File: src/rtl/tk_pkg.sv
package tk_pkg;
  localparam int TK_W = 32;

  typedef struct packed {
    logic [TK_W-1:0] secs;
    logic [TK_W-1:0] ticks;
  } tk_time_t;

  typedef enum logic { EDGE_FALL = 1'b0, EDGE_RISE = 1'b1 } tk_edge_e;
  typedef enum logic { SRC_A = 1'b0, SRC_B = 1'b1 } tk_src_e;
endpackage

File: src/rtl/tk_settings.sv
module tk_settings
  import tk_pkg::*;
#(
  parameter int unsigned ADDR_W = 5,
  parameter logic [TK_W-1:0] TPS_DEFAULT = 32'd100,
  parameter logic [ADDR_W-1:0] A_SECS  = 0,
  parameter logic [ADDR_W-1:0] A_TICKS = 1,
  parameter logic [ADDR_W-1:0] A_FLAGS = 2,
  parameter logic [ADDR_W-1:0] A_IMM   = 3,
  parameter logic [ADDR_W-1:0] A_TPS   = 4
) (
  input  logic              clk,
  input  logic              rst,
  input  logic              stb,
  input  logic [ADDR_W-1:0] addr,
  input  logic [TK_W-1:0]   data,
  input  logic              load_taken,
  output tk_time_t          staged,
  output tk_edge_e          edge_sel,
  output tk_src_e           src_sel,
  output logic              imm_mode,
  output logic [TK_W-1:0]   tps,
  output logic              armed
);
  logic arm_set;
  assign arm_set = stb && (addr == A_TICKS || addr == A_IMM);

  always_ff @(posedge clk) begin
    if (rst) begin
      staged   <= '0;
      edge_sel <= EDGE_FALL;
      src_sel  <= SRC_A;
      imm_mode <= 1'b0;
      tps      <= TPS_DEFAULT;
      armed    <= 1'b0;
    end else begin
      if (stb) begin
        if (addr == A_SECS)  staged.secs  <= data;
        if (addr == A_TICKS) staged.ticks <= data;
        if (addr == A_FLAGS) begin
          edge_sel <= tk_edge_e'(data[0]);
          src_sel  <= tk_src_e'(data[1]);
        end
        if (addr == A_IMM)   imm_mode <= data[0];
        if (addr == A_TPS)   tps      <= data;
      end
      armed <= arm_set | (armed & ~load_taken);
    end
  end

  // a consumed load with no fresh arming leaves the block disarmed
  a_r7_single_shot: assert property (@(posedge clk) disable iff (rst)
    (armed && load_taken && !arm_set) |=> !armed);
endmodule

File: src/rtl/tk_pps_detect.sv
module tk_pps_detect
  import tk_pkg::*;
#(
  parameter int unsigned SYNC_STAGES = 2
) (
  input  logic     clk,
  input  logic     rst,
  input  logic     pps_a,
  input  logic     pps_b,
  input  tk_edge_e edge_sel,
  input  tk_src_e  src_sel,
  output logic     pps_evt
);
  localparam int N_SRC = 2;

  logic [N_SRC-1:0] raw;
  logic [N_SRC-1:0] synced;
  logic             sel_q, prev_q, rise, fall;

  assign raw = {pps_b, pps_a};

  for (genvar i = 0; i < N_SRC; i++) begin : g_sync
    logic [SYNC_STAGES-1:0] chain;
    always_ff @(posedge clk) begin
      if (rst) chain <= '0;
      else     chain <= {chain[SYNC_STAGES-2:0], raw[i]};
    end
    assign synced[i] = chain[SYNC_STAGES-1];
  end

  assign sel_q = (src_sel == SRC_B) ? synced[1] : synced[0];

  always_ff @(posedge clk) begin
    if (rst) prev_q <= 1'b0;
    else     prev_q <= sel_q;
  end

  assign rise    = sel_q & ~prev_q;
  assign fall    = ~sel_q & prev_q;
  assign pps_evt = (edge_sel == EDGE_RISE) ? rise : fall;

  // with steady selections, two events of one polarity cannot be adjacent
  a_r5_no_double_event: assert property (@(posedge clk) disable iff (rst)
    pps_evt |=> (!pps_evt || edge_sel != $past(edge_sel) || src_sel != $past(src_sel)));
endmodule

File: src/rtl/tk_counter.sv
module tk_counter
  import tk_pkg::*;
(
  input  logic            clk,
  input  logic            rst,
  input  logic            load,
  input  tk_time_t        load_val,
  input  logic [TK_W-1:0] tps,
  input  logic            pps_evt,
  output tk_time_t        now,
  output tk_time_t        snap
);
  logic at_limit;
  assign at_limit = (now.ticks == tps - 1'b1);

  always_ff @(posedge clk) begin
    if (rst) begin
      now  <= '0;
      snap <= '0;
    end else begin
      if (load) begin
        now <= load_val;
      end else if (at_limit) begin
        now.ticks <= '0;
        now.secs  <= now.secs + 1'b1;
      end else begin
        now.ticks <= now.ticks + 1'b1;
      end
      if (pps_evt) snap <= now;
    end
  end

  // a load puts the staged value on the outputs
  a_r3_load_applied: assert property (@(posedge clk) disable iff (rst)
    load |=> (now == $past(load_val)));
  // roll-over at the limit
  a_r2_wrap: assert property (@(posedge clk) disable iff (rst)
    (!load && at_limit) |=> (now.ticks == '0 && now.secs == $past(now.secs) + 1'b1));
  // ordinary tick
  a_r2_step: assert property (@(posedge clk) disable iff (rst)
    (!load && !at_limit) |=> (now.ticks == $past(now.ticks) + 1'b1 && $stable(now.secs)));
  // snapshot holds the pre-edge time
  a_r8_snapshot: assert property (@(posedge clk) disable iff (rst)
    pps_evt |=> (snap == $past(now)));
endmodule

File: src/rtl/pps_timekeeper.sv
module pps_timekeeper
  import tk_pkg::*;
#(
  parameter int unsigned ADDR_W = 5,
  parameter int unsigned SYNC_STAGES = 2,
  parameter logic [31:0] TPS_DEFAULT = 32'd100_000_000
) (
  input  logic              clk,
  input  logic              rst,
  input  logic              set_stb,
  input  logic [ADDR_W-1:0] set_addr,
  input  logic [31:0]       set_data,
  input  logic              pps_a,
  input  logic              pps_b,
  output logic [31:0]       time_secs,
  output logic [31:0]       time_ticks,
  output logic [31:0]       last_pps_secs,
  output logic [31:0]       last_pps_ticks
);
  tk_time_t        staged, now, snap;
  tk_edge_e        edge_sel;
  tk_src_e         src_sel;
  logic            imm_mode, armed, pps_evt, load;
  logic [TK_W-1:0] tps;

  assign load = armed & (imm_mode | pps_evt);

  tk_settings #(
    .ADDR_W(ADDR_W), .TPS_DEFAULT(TPS_DEFAULT),
    .A_SECS(ADDR_W'(0)), .A_TICKS(ADDR_W'(1)), .A_FLAGS(ADDR_W'(2)),
    .A_IMM(ADDR_W'(3)), .A_TPS(ADDR_W'(4))
  ) u_settings (
    .clk(clk), .rst(rst), .stb(set_stb), .addr(set_addr), .data(set_data),
    .load_taken(load), .staged(staged), .edge_sel(edge_sel), .src_sel(src_sel),
    .imm_mode(imm_mode), .tps(tps), .armed(armed)
  );

  tk_pps_detect #(.SYNC_STAGES(SYNC_STAGES)) u_pps (
    .clk(clk), .rst(rst), .pps_a(pps_a), .pps_b(pps_b),
    .edge_sel(edge_sel), .src_sel(src_sel), .pps_evt(pps_evt)
  );

  tk_counter u_count (
    .clk(clk), .rst(rst), .load(load), .load_val(staged), .tps(tps),
    .pps_evt(pps_evt), .now(now), .snap(snap)
  );

  assign time_secs      = now.secs;
  assign time_ticks     = now.ticks;
  assign last_pps_secs  = snap.secs;
  assign last_pps_ticks = snap.ticks;

  // without a pending load, a PPS edge leaves the live time counting normally
  a_r4_no_load_unarmed: assert property (@(posedge clk) disable iff (rst)
    (!armed && !(set_stb && set_addr == ADDR_W'(4))) |=>
      (time_ticks == $past(time_ticks) + 1'b1 || time_ticks == '0));
endmodule

File: config.mk
export PLATFORM = sky130hd
export DESIGN_NAME = pps_timekeeper
export DESIGN_NICKNAME = d
export VERILOG_FILES = /design/src/rtl/tk_pkg.sv /design/src/rtl/tk_settings.sv /design/src/rtl/tk_pps_detect.sv /design/src/rtl/tk_counter.sv /design/src/rtl/pps_timekeeper.sv
export SDC_FILE = /design/constraint.sdc
export NUM_CORES = 1
export LEC_CHECK = 0
export BUFFER_PORTS_ARGS = -buffer_cell sky130_fd_sc_hd__buf_2
export CAP_MARGIN = 20
export CORE_ASPECT_RATIO = 0.7
export CORE_MARGIN = 2
export CORE_UTILIZATION = 52
export CTS_BUF_LIST = sky130_fd_sc_hd__clkbuf_8
export CTS_CLUSTER_SIZE = 30
export DETAILED_ROUTE_END_ITERATION = 16
export GPL_TIMING_DRIVEN = 1
export HOLD_SLACK_MARGIN = 0.1
export PLACE_DENSITY = 0.74
export SLEW_MARGIN = 25
export SYNTH_ARGS = -nofsm -noshare
export SYNTH_HDL_FRONTEND = slang
export SYNTH_HIERARCHICAL = 1
export SYNTH_SLANG_ARGS = --single-unit
File: constraint.sdc
create_clock -name clk -period 5.8 [get_ports clk]
set_input_delay 0.29 -clock clk [delete_from_list [all_inputs] [get_ports clk]]
set_output_delay 0.29 -clock clk [all_outputs]
set_load 0.02 [all_outputs]
==> Word-level counts from Yosys, hierarchy flattened <==
Index checks and enable logic that the tools add are counted.
{ "totals": {"elab_cells": 45, "n_memories": 0, "output_inout_bits": 128, "rom_bits": 0, "in_bits": 42, "latchBits": 0, "regBits": 233, "ram_bits": 0} }
{ "op_classes": {"shifts": 0, "div": 0, "add_sub_neg": 3, "n_bitwise": 9, "n_mul": 0, "n_eq_ne": 5, "order_cmp": 0, "n_reduce_logical": 9, "muxes": 5} }
{ "ops": {"columns": ["cell", "n"], "rows": [
  ["adder 32 x 1 -> 32 bit (second input constant)", 2],
  ["two-way mux 32 bit", 2],
  ["two-way mux 64 bit", 1],
  ["== test 32 bit", 1],
  ["subtractor 32 x 1 -> 32 bit (second input constant)", 1],
  ["== test 5 x 2 -> 1 bit (second input constant)", 2],
  ["AND reduction 2 bit", 5],
  ["== test 5 x 1 -> 1 bit (second input constant)", 1],
  ["== test 5 x 3 -> 1 bit (second input constant)", 1],
  ["logical NOT 5 bit", 1],
  ["AND 1 bit", 4],
  ["NOT 1 bit", 3],
  ["two-way mux 1 bit", 2],
  ["bitwise OR 1 bit", 2],
  ["nonzero test 2 bit", 1],
  ["logical AND 1 bit", 1],
  ["logical OR 1 bit", 1]
]} }

==> Depth between registers and ports, before layout <==
Gate-level depths: netlist of run 1.
{ "logic_depth": {"depth_word": 9, "depth_mapped": 14, "mapped_depth_nobuf": 11} }

==> By module <==
Netlist of run 1, hierarchy kept.
{ "modules_own_cells": {"columns": ["mod", "area_each_um2", "seq_area_each_um2", "cells_per_inst", "instances"], "rows": [
  ["tk_counter", 7085.5, 2562.5, 825, 1],
  ["tk_settings", 4121.5, 2001.9, 383, 1],
  ["tk_pps_detect", 161.4, 100.1, 14, 1],
  ["pps_timekeeper", 7.5, 0.0, 1, 1]
]} }

==> Worst setup path after synthesis of run 1 <==
Ideal clock, no wire load.
{ "synth_timing": {"kind": "register -> register", "from": "reg u_settings.tps[0]", "to": "reg u_count/now[40] (netlist name)", "synth_period_minus_slack_ns": 3.342, "arrival_ns": 3.220, "n_path_buf": 1, "path_stages_with_launch": 13, "required_ns": 5.678, "setup_slack_ns": 2.458, "setup_time_ns": 0.122, "cell_sequence": "dfxtp_1 inv_1 ha_1 nor3b_1 nand4_2 nor4_1 xnor2_1 nand2_1 or4b_4 buf_6 nor4_4 nor3_1 a221o_1"} }
{ "synth_between": {"elab_chain_cells": 3} }
{ "synth_rtl": {"columns": ["element", "line", "rtl"], "rows": [
  ["start: declaration", "tk_settings.sv:22", "output logic [TK_W-1:0] tps,"],
  ["start signal: assignment", "tk_settings.sv:45", "if (addr == A_TPS) tps <= data;"],
  ["subtractor 32 x 1 -> 32 bit", "tk_counter.sv:14", "assign at_limit = (now.ticks == tps - 1'b1);"],
  ["== test 32 bit", "tk_counter.sv:14", null],
  ["nonzero test 2 bit (no line)", null, null]
]} }
No other way between the ends.
A chain may end at the register's enable or synchronous reset.

==> Worst setup path after layout of run 1 <==
{ "layout_timing": {"from": "reg u_settings.tps[3]", "to": "reg u_count/now[34] (netlist name)"} }
{ "layout_between": {"elab_chain_cells": 3} }
{ "layout_rtl": {"columns": ["element", "line"], "rows": [
  ["subtractor 32 x 1 -> 32 bit", "tk_counter.sv:14"],
  ["== test 32 bit", "tk_counter.sv:14"],
  ["nonzero test 2 bit (no line)", null]
]} }
No other way between the ends.

==> metrics, run 1 <==
Sw Share=24.3%; slowest cell delay on critical path=0.91 ns; Top Ports=170; slew margin rel.=26.6%; YS warnings=6; leakage=5.51 nW; fin. max-slew vios=0; via count=9475; max-cap viol count=0; CTS H-tree depth=2; CTS sink cnt=233; Max VDD drop=155 uV; met1 WL=14200 um; critical path class=reg2reg; Routed WL=29800 um; Fillers=1908; setup tns final=0 ns; Core Area=21600 um^2; post-synthesis sequential area ratio=41.0%; # placed instances=1608; CTS root buf=clkbuf_8; final setup fails=0; Least-Margin Pin Slew=1.07 ns; Worst Setup Start Kind=register; Clock Path Buffers=3; die area=23100 um^2; CP Capture Type=register; CTS buffer count=38; number of synthesized flops with an enable pin=0; RSZ-0062 raised after global routing=false; Power Density=242 nW/um^2; Power, Total=3.20 mW; Final Hold Violating Endpoints=0; Top FF cell, synth=dfxtp_1; port buffer count=169; Wirelength per Cell=17.6 um; Worst-Skew Late Latency=0.54 ns; outcome=completed; hold slack=0.119 ns; crit path DAT=4.46 ns; DRT antenna net count=0; Cells after Synth=1223; CP dominant cell by count=a2111oi_0; Nets=1431; drt pass-1 iters=5; clock skew=0.0212 ns; num rows=45; Initial Util=52.8%; fin crit share=69.9%; post-cts sizing count=0; ys async rst share=0%; global placer's final weighted congestion=0.901; worst hold path class=in2reg; Final HPWL DP=20400 um; Post-Syn Area=11400 um^2; fin cells=1692; number of global-route vias before repair=8839; slowest cell on the critical path=a2111oi_0; Worst-path clk slew=0.06 ns; Die X=181 um; Psw=778 uW; clock group share of total power=42.7%; proportion of layout cells with a drive suffix above 1=19.0%; cell-internal power=2.42 mW; final instance area=13200 um^2; CTS tree=built; first-pass GRT wire length=47600 um; DR top layer=met4; Avg Synthesized Cell Area=9.30 um^2; total nets after synthesis=1268; Met2 Wirelength=13100 um; DRC Markers=0; drt via density=5.60; largest net degree at the start of global routing=106; Iteration-0 DRC Markers=725; total track usage=25.3%; Seq pwr share=51.4%; initial antenna violation count=0; Critical Path, Cell by Cell=nor4_4, nand4_4, xnor2_1, a2111oi_0, nand4b_4, nor3_4, buf_4, a2111oi_0, or3_1; Worst Path Required=6.20 ns; area delta synth->final=16.1%; Die H=128 um; ANT cells=0; Comb pwr share=5.9%; minimum clock period=4.06 ns; grt ovf=0; Seq cells post-synth=233; peak fanout along the critical path=36; area post-placement=12300 um^2; fmax=247 MHz; post-synth cell types=76; DR WL met3=1930 um
## synth_stat cells, types with 12 or more instances
| master | count | area share, % |
|---|---|---|
| nand2b_1 | 124 | 6.8 |
| o21ai_1 | 12 | 0.53 |
| nand2_1 | 80 | 2.6 |
| and3_1 | 23 | 1.3 |
| inv_1 | 27 | 0.89 |
| clkbuf_1 | 41 | 1.4 |
| xnor2_1 | 37 | 2.8 |
| nand4_1 | 14 | 0.77 |
| nor2b_1 | 12 | 0.66 |
| nand3_1 | 32 | 1.4 |
| nor2_1 | 130 | 4.3 |
| nor4_1 | 15 | 0.82 |
| mux2i_1 | 175 | 15 |
| dfxtp_1 | 233 | 41 |
| nor3_1 | 22 | 0.97 |
| buf_1 | 15 | 0.49 |
| and4_1 | 13 | 1.0 |
| o21ai_0 | 22 | 0.97 |
| xor2_1 | 35 | 2.7 |
## flip-flops by register name (all words and copies together), names as in the netlist
name / flops
u_count/now: 64
u_count/snap: 64
u_settings/staged: 64
u_settings/tps: 32
u_pps/g_sync.chain: 4
u_pps/prev_q: 1
u_settings/armed: 1
u_settings/edge_sel: 1
u_settings/imm_mode: 1
u_settings/src_sel: 1
## cell families after synthesis
| group | synth area share [%] |
|---|---|
| AND/OR/NAND/NOR | 25.9 |
| AO/OA/AOI/OAI | 7.23 |
| multiplexers | 15.6 |
| flip-flops | 41.0 |
| XOR/XNOR | 5.54 |
| buffers and inverters | 4.36 |
| adder cells (fa/ha/maj) | 0.330 |
## layout by cell type (no fill, tap or decap), types with 3 or more instances in the layout
cell and n:
a32oi_1 5, nor2b_1 12, a311oi_1 3, nand2b_1 123, and3_1 23, a31oi_1 5
nor3b_1 10, nor2_1 128, nand3_1 32, o21ai_1 12, nor4_4 3, a22oi_1 7
nand2_1 80, inv_1 43, a211o_1 3, clkbuf_8 47, dlygate4sd3_1 19, xor2_1 35
and4_1 13, buf_4 10, a2111oi_2 9, mux2i_1 174, or3_1 3, a21oi_1 8
a2111oi_0 3, nor3_1 22, and2_1 6, nand4b_1 7, nor4_1 15, xnor2_1 37
nand4_1 14, dfxtp_1 233, o21ai_0 22, nand3b_1 10, a211oi_1 10, buf_2 168
ha_1 3
## what timing repair did
| item | 4_1_cts | 5_1_grt |
|---|---|---|
| hold buffers | 19 | 0 |
| buffers inserted | 0 | 0 |
| hold endpoints to repair | 37 | 0 |
## path summary, 6_finish.rpt
kind                             start                     to  slack [ns]  cells past startpoint
hold / removal            set_data[28]  u_settings/staged[28]        0.12                      3
setup reg to reg     u_settings/tps[3]        u_count/now[34]        1.74                      9
hold reg to reg   u_settings/staged[0]         u_count/now[0]        0.44                      2
setup / recovery     u_settings/tps[3]        u_count/now[34]        1.74                      9
## layer usage
layer  global-route usage (%)  vias to the layer above
li1                         -                     4576
met2                     39.9                      298
met1                     35.7                     4542
met4                     6.97                        0
met5                        0                        -
met3                     4.66                       59
## power groups by stage
stage / clock [mW] / sequential [mW] / combinational, mW
global placement: 0 / 1.68 / 0.175
global route: 1.48 / 1.65 / 0.205
CTS: 1.40 / 1.64 / 0.189
floorplan: 0 / 1.68 / 0.107
finish: 1.37 / 1.64 / 0.189
detailed placement: 0 / 1.68 / 0.178
## critical path: cells and delay by family, from the launching register on
family                    cells  cell delay [ns]
xor gates and xnor gates      1             0.22
DFF                           1             0.38
buffers and inverters         1             0.39
AOI/OAI and AO/OA             2             1.10
and+or+nand+nor               5             1.82
## layout make-up
type                    instances  area [um^2]  share of cell area (%)
multi-input cells             887         6240                    47.3
well taps                     282          353                    2.67
clock buffers                  47          647                    4.90
flip-flops and latches        233         4660                    35.3
clock inverters                17         65.1                   0.493
inverters                      27          101                   0.767
repair buffers                199         1130                    8.57
## metrics by stage
step	setup slack, ns	utilization [%]
after floorplan	2.46	-
after global placement	1.72	57.0
after detailed placement	1.89	57.0
after CTS	1.79	61.2
after global routing	1.58	61.2
final	1.74	61.2
Power figures use the tool's default switching activity.
==> run 2, diff against run 1 <==
- PLACE_DENSITY: 0.74 -> 0.77
- clock period: 5.8 -> 3.25 ns (I/O delays scaled with it)
==> run 2 against run 1 <==
The run now ends with negative setup slack left. Cell area rose by 7.3%. Clock skew shrank 0.0068 ns. First-iteration DRC count down 8.4%. Sequential power up 79%. Utilization rose by 4.5 points. Critical endpoint is now u_count/now[62]. Largest cell class unchanged.
==> metrics, run 2 (same netlist as run 1, synthesis figures left out) <==
outcome=finished, violations left; failing checks=negative setup slack; Routed WL=31300 um (+5.1%); DRT antenna net count=0 (unchanged); area post-placement=12600 um^2 (+2.7%); CTS root buf=clkbuf_8; Iteration-0 DRC Markers=664 (-8.4%); Hold Path Depth=3 (unchanged); Final Hold Violating Endpoints=0 (unchanged); CTS buffer count=37 (-2.6%); # placed instances=1647 (+2.4%); Reg-to-Reg End=u_count/now[62]; Largest regs=u_count/now: 64 flops, u_count/snap: 64 flops, u_settings/staged: 64 flops; critical path class=reg2reg; largest net degree at the start of global routing=107 (+0.94%); Hold Startpoint=set_data[0]; ANT cells=0 (unchanged); first-pass GRT wire length=48600 um (+2.2%); Die H=128 um (unchanged); Wirelength per Cell=17.7 um (+0.38%); commonest non-fill, non-tap cell in the layout=dfxtp_1; Worst-Skew Late Latency=0.51 ns (-0.03 ns); Power, Total=5.82 mW (+82%); Top Ports=170 (unchanged); most frequent cells in the layout=dfxtp_1, mux2i_1, buf_2; clock skew=0.0144 ns (-0.00679 ns); die area=23100 um^2 (unchanged); drt pass-1 iters=5 (unchanged); leakage=6.00 nW (+8.9%); proportion of layout cells with a drive suffix above 1=23.4% (+4.4 points); CTS H-tree depth=2 (unchanged); via count=9889 (+4.4%); Core Area=21600 um^2 (unchanged); number of global-route vias before repair=9451 (+6.9%); fin. max-slew vios=0 (unchanged); Reg2Reg Depth=15 (+6); peak fanout along the critical path=6 (-83%); Initial Util=52.8% (unchanged); Die X=181 um (unchanged); Power Density=411 nW/um^2 (+70%); Clock Path Buffers=3 (unchanged); fin crit share=101% (+31 points); Nets=1510 (+5.5%); hold endpoint=u_settings/tps[0]; grt ovf=0 (unchanged); Final WS setup=-0.0449 ns (-1.79 ns); max-cap viol count=0 (unchanged); Least-Margin Pin Slew=0.976 ns (-0.0965 ns); CTS sink cnt=233 (unchanged); final setup fails=5 (+5); CP Capture Type=register; minimum clock period=3.29 ns (-0.760 ns); Reg2Reg Setup Slack=-0.04 ns (-1.79 ns); global placer's final weighted congestion=0.981 (+8.8%); setup tns final=-0.0801 ns (-0.0801 ns); crit path DAT=3.69 ns (-0.77 ns); drt via density=5.58 (-0.29%); Worst-path clk slew=0.07 ns (about the same); Max VDD drop=298 uV (+92%); fin cells=1771 (+4.7%); worst hold path class=in2reg; initial antenna violation count=0 (unchanged); final instance area=14200 um^2 (+7.3%); DR WL met3=2090 um (+8.6%); Final HPWL DP=20900 um (+2.7%); Worst Setup Start Kind=register; num rows=45 (unchanged); Met2 Wirelength=14000 um (+6.7%); area delta synth->final=24.5%; CTS tree=built; met1 WL=14600 um (+2.9%); RSZ-0062 raised after global routing=true; total track usage=25.7% (+0.41 points); DR top layer=met4; fmax=303 MHz (+23%); port buffer count=169 (unchanged); DRC Markers=0 (unchanged); Worst Path Required=3.64 ns (-2.56 ns); slew margin rel.=34.9% (+8.3 points); Critical R2R Launch=u_settings/tps[0]
[run 2: changes by cell type in the layout (fill, tap and decap cells not counted), sizes merged]
| cell | before | now |
|---|---|---|
| clkinv | 1 | 4 |
| inv | 43 | 40 |
| dlygate4sd3 | 19 | 37 |
| buf | 180 | 240 |
| clkbuf | 47 | 46 |
| bufinv | 0 | 2 |
[run 2: cell type report]
class	instances	area, um^2
clock inverters	19	129
fillers	1760	7400
multi-input cells	887	6400
repair buffers	279	1900
clock buffers	44	606
inverters	27	101
well taps	282	353
flip-flops and latches	233	4670
[run 2: worst max path at each step]
stage	from	to	slack (ns)	cells after the start
after global routing	u_settings/tps[0]	u_count/now[62]	-0.19	15
after CTS	u_settings/tps[2]	u_count/now[34]	0.02	12
after detailed placement	u_settings/tps[0]	u_count/now[60]	-0.08	11
after floorplan	u_settings/tps[4]	u_count/now[60]	0.008	10
after global placement	u_settings/tps[0]	u_count/now[34]	0.06	12
final	u_settings/tps[0]	u_count/now[62]	-0.04	15
[run 2: timing repair]
item	CTS	global route
endpoints found under the hold margin	90	0
setup buffers	1	20
hold buffers	37	0
gates resized for setup	6	37
pin swaps	0	25
setup endpoints to repair	13	44
gates cloned	0	3
[run 2: power by group]
group,internal (mW),switching (mW),leakage (nW)
Sequential,2.89,0.0426,1.88
Clock,1.38,1.13,0.430
Combinational,0.163,0.209,3.69
[run 2: per-layer routing]
layer  up-vias  global-route usage, %
met1      4758                   36.1
met4         0                   7.97
li1       4733                      -
met3        56                   3.78
met2       342                   41.1
met5         -                      0
[run 2: metrics by stage]
step | utilization [%] | hold slack [ns] | setup WS [ns]
after floorplan | - | 0.234 | 0.00803
after global placement | 58.5 | 0.381 | 0.0601
after detailed placement | 58.5 | 0.384 | -0.0818
after CTS | 63.8 | 0.103 | 0.0239
after global routing | 65.7 | 0.135 | -0.190
final | 65.7 | 0.136 | -0.0449
[run 2: critical path, stage by stage, from the launching register on]
cell and delay [ns]:
dfxtp_4 0.37, inv_1 0.06, ha_2 0.18, nor3b_4 0.23
nand4_4 0.18, nor3_1 0.28, xnor2_1 0.18, nand2_1 0.08
or4b_4 0.57, buf_12 0.16, nor4_4 0.25, buf_4 0.20
buf_6 0.10, buf_4 0.11, a21oi_1 0.06, nand3b_1 0.16
==> run 3, diff against run 2 <==
- CTS_BUF_LIST: sky130_fd_sc_hd__clkbuf_8 -> not set
==> run 3 against run 2 <==
The flow still finishes with violations (negative setup slack). Combinational power is essentially flat. Largest power group unchanged. Sequential power is essentially flat. Largest cell class unchanged. Clock skew is 0.0049 ns higher. Clock power about the same. Critical path depth grew 1. Register-to-register slack about the same. Worst hold slack got worse by 0.0050 ns. Final cell count shrank 1.8%. Total power shrank 0.37%. Sequential share of layout area up 0.28 points. Global-route usage is 0.36 points lower.
==> metrics, run 3 (same netlist as run 1, synthesis figures left out) <==
final setup fails=2 (-3); most frequent cells in the layout=dfxtp_1, mux2i_1, buf_2; Largest regs=u_count/now: 64 flops, u_count/snap: 64 flops, u_settings/staged: 64 flops; Seq pwr share=50.5% (about the same); Final HPWL DP=20900 um (unchanged); Worst-path clk slew=0.07 ns (about the same); initial antenna violation count=0 (unchanged); area delta synth->final=23.5%; num rows=45 (unchanged); Nets=1490 (-1.3%); drt pass-1 iters=5 (unchanged); worst hold path class=in2reg; CTS sink cnt=233 (unchanged); slowest cell on the critical path=or4b_4; Power, Total=5.80 mW (-0.37%); Initial Util=52.8% (unchanged); cell-internal power=4.42 mW (-0.34%); drt via density=5.62 (+0.71%); Psw=1.38 mW (-0.47%); first-pass GRT wire length=48200 um (-0.79%); die area=23100 um^2 (unchanged); Worst Path Required=3.64 ns (about the same); Least-Margin Pin Slew=0.999 ns (+0.0233 ns); Die X=181 um (unchanged); fin crit share=101% (about the same); Fillers=1806 (+2.6%); peak fanout along the critical path=6 (unchanged); Hold Startpoint=set_data[0]; clock skew=0.0193 ns (+0.00487 ns); max-cap viol count=0 (unchanged); Top Ports=170 (unchanged); CP dominant cell by count=buf_6; Critical R2R Launch=u_settings/tps[0]; Iteration-0 DRC Markers=635 (-4.4%); grt ovf=0 (unchanged); CP startpoint=u_settings/tps[0]; CTS root buf=clkbuf_16; RSZ-0062 raised after global routing=true; commonest non-fill, non-tap cell in the layout=dfxtp_1; Worst Setup Start Kind=register; Routed WL=30700 um (-1.9%); Core Area=21600 um^2 (unchanged); Die H=128 um (unchanged); Final WS setup=-0.0424 ns (+0.00258 ns); minimum clock period=3.29 ns (-0.00258 ns); clock group share of total power=43.0% (-0.2 points); DRC Markers=0 (unchanged); Critical Path, Cell by Cell=inv_1, ha_2, nor3b_4, nand4_4, buf_6, nor2_4, xnor2_1, nand4b_1, or4b_4, buf_6, nor4_4, buf_4, buf_6, buf_6, a21oi_2, nand3b_1; Worst-Skew Late Latency=0.51 ns (about the same); port buffer count=169 (unchanged); DRT antenna net count=0 (unchanged); total track usage=25.4% (-0.36 points); final instance area=14000 um^2 (-0.85%); Reg area=4670 um^2 (unchanged); crit path DAT=3.68 ns (about the same); proportion of layout cells with a drive suffix above 1=22.7% (-0.67 points); CP Capture Type=register; fin. max-slew vios=0 (unchanged); Power Density=413 nW/um^2 (+0.48%); Clock Path Buffers=3 (unchanged); Sw Share=23.8% (about the same); area post-placement=12600 um^2 (unchanged); Comb pwr share=6.4% (about the same); leakage=5.82 nW (-3.0%); hold slack=0.131 ns (-0.00502 ns); multi-input logic area=6390 um^2 (-0.20%); ANT cells=0 (unchanged); global placer's final weighted congestion=0.981 (unchanged); Final Hold Violating Endpoints=0 (unchanged); CTS tree=built; failing checks=negative setup slack; largest net degree at the start of global routing=107 (unchanged); critical path class=reg2reg; CTS H-tree depth=1 (-1); CTS buffer count=23 (-38%); outcome=finished, violations left; slowest cell delay on critical path=0.59 ns (+0.02 ns); fmax=304 MHz (about the same); via count=9785 (-1.1%); Max VDD drop=321 uV (+7.7%); slew margin rel.=33.4% (-1.6 points); Wirelength per Cell=17.7 um (-0.12%); number of global-route vias before repair=9184 (-2.8%)
==> run 3: power by group through the flow <==
stage	clock network (mW)	registers, mW	logic [mW]
after floorplan	0	3.01	0.191
after global placement	0	2.99	0.321
after detailed placement	0	2.99	0.326
after CTS	2.53	2.93	0.363
after global routing	2.67	2.94	0.397
final	2.49	2.93	0.372
==> run 3: repair_timing <==
item,CTS,global route
pin swaps,0,23
setup endpoints to repair,13,45
buffers inserted,1,16
hold endpoints to repair,88,0
gates cloned,0,1
gates resized for setup,6,38
hold buffers,37,0
==> run 3: final timing paths <==
| kind | depth (start not counted) | slack, ns | end |
|---|---|---|---|
| worst min-delay path | 3 | 0.13 | u_settings/staged[0] |
| worst max register to register | 16 | -0.04 | u_count/now[62] |
| worst min register to register | 2 | 0.45 | u_count/now[26] |
| worst max-delay path | 16 | -0.04 | u_count/now[62] |
==> run 3: area by class of cell <==
cell class              instances  area share (%)
multi-input cells             887            45.5
inverters                      27           0.722
clock buffers                  30            4.50
repair buffers                273            13.1
clock inverters                 8           0.401
well taps                     282            2.51
flip-flops and latches        233            33.3
==> run 3: per-stage QoR <==
stage / std cells / utilization, % / setup WS [ns] / TNS [ns]
after global routing: 1740 / 65.1 / -0.131 / -1.93
final: 1740 / 65.1 / -0.0424 / -0.0752
after CTS: 1723 / 63.6 / 0.0239 / 0
after detailed placement: 1647 / 58.5 / -0.0818 / -0.252
after floorplan: 1223 / - / 0.00803 / 0
after global placement: 1647 / 58.5 / 0.0601 / 0
==> run 3: metal layers <==
layer,track usage [%],vias to the layer above,wire length (um)
met4,6.93,0,674
li1,-,4687,-
met5,0,-,0
met2,40.5,350,13700
met3,3.21,55,1940
met1,36.3,4693,14400
==> run 3: worst max-delay path, delay by kind of cell (launching register included) <==
kind	cells	cell delay (ns)
buf+inv	6	0.80
compound gates	1	0.04
fa+ha+maj	1	0.19
xor+xnor	1	0.15
flops	1	0.36
simple gates	7	1.61
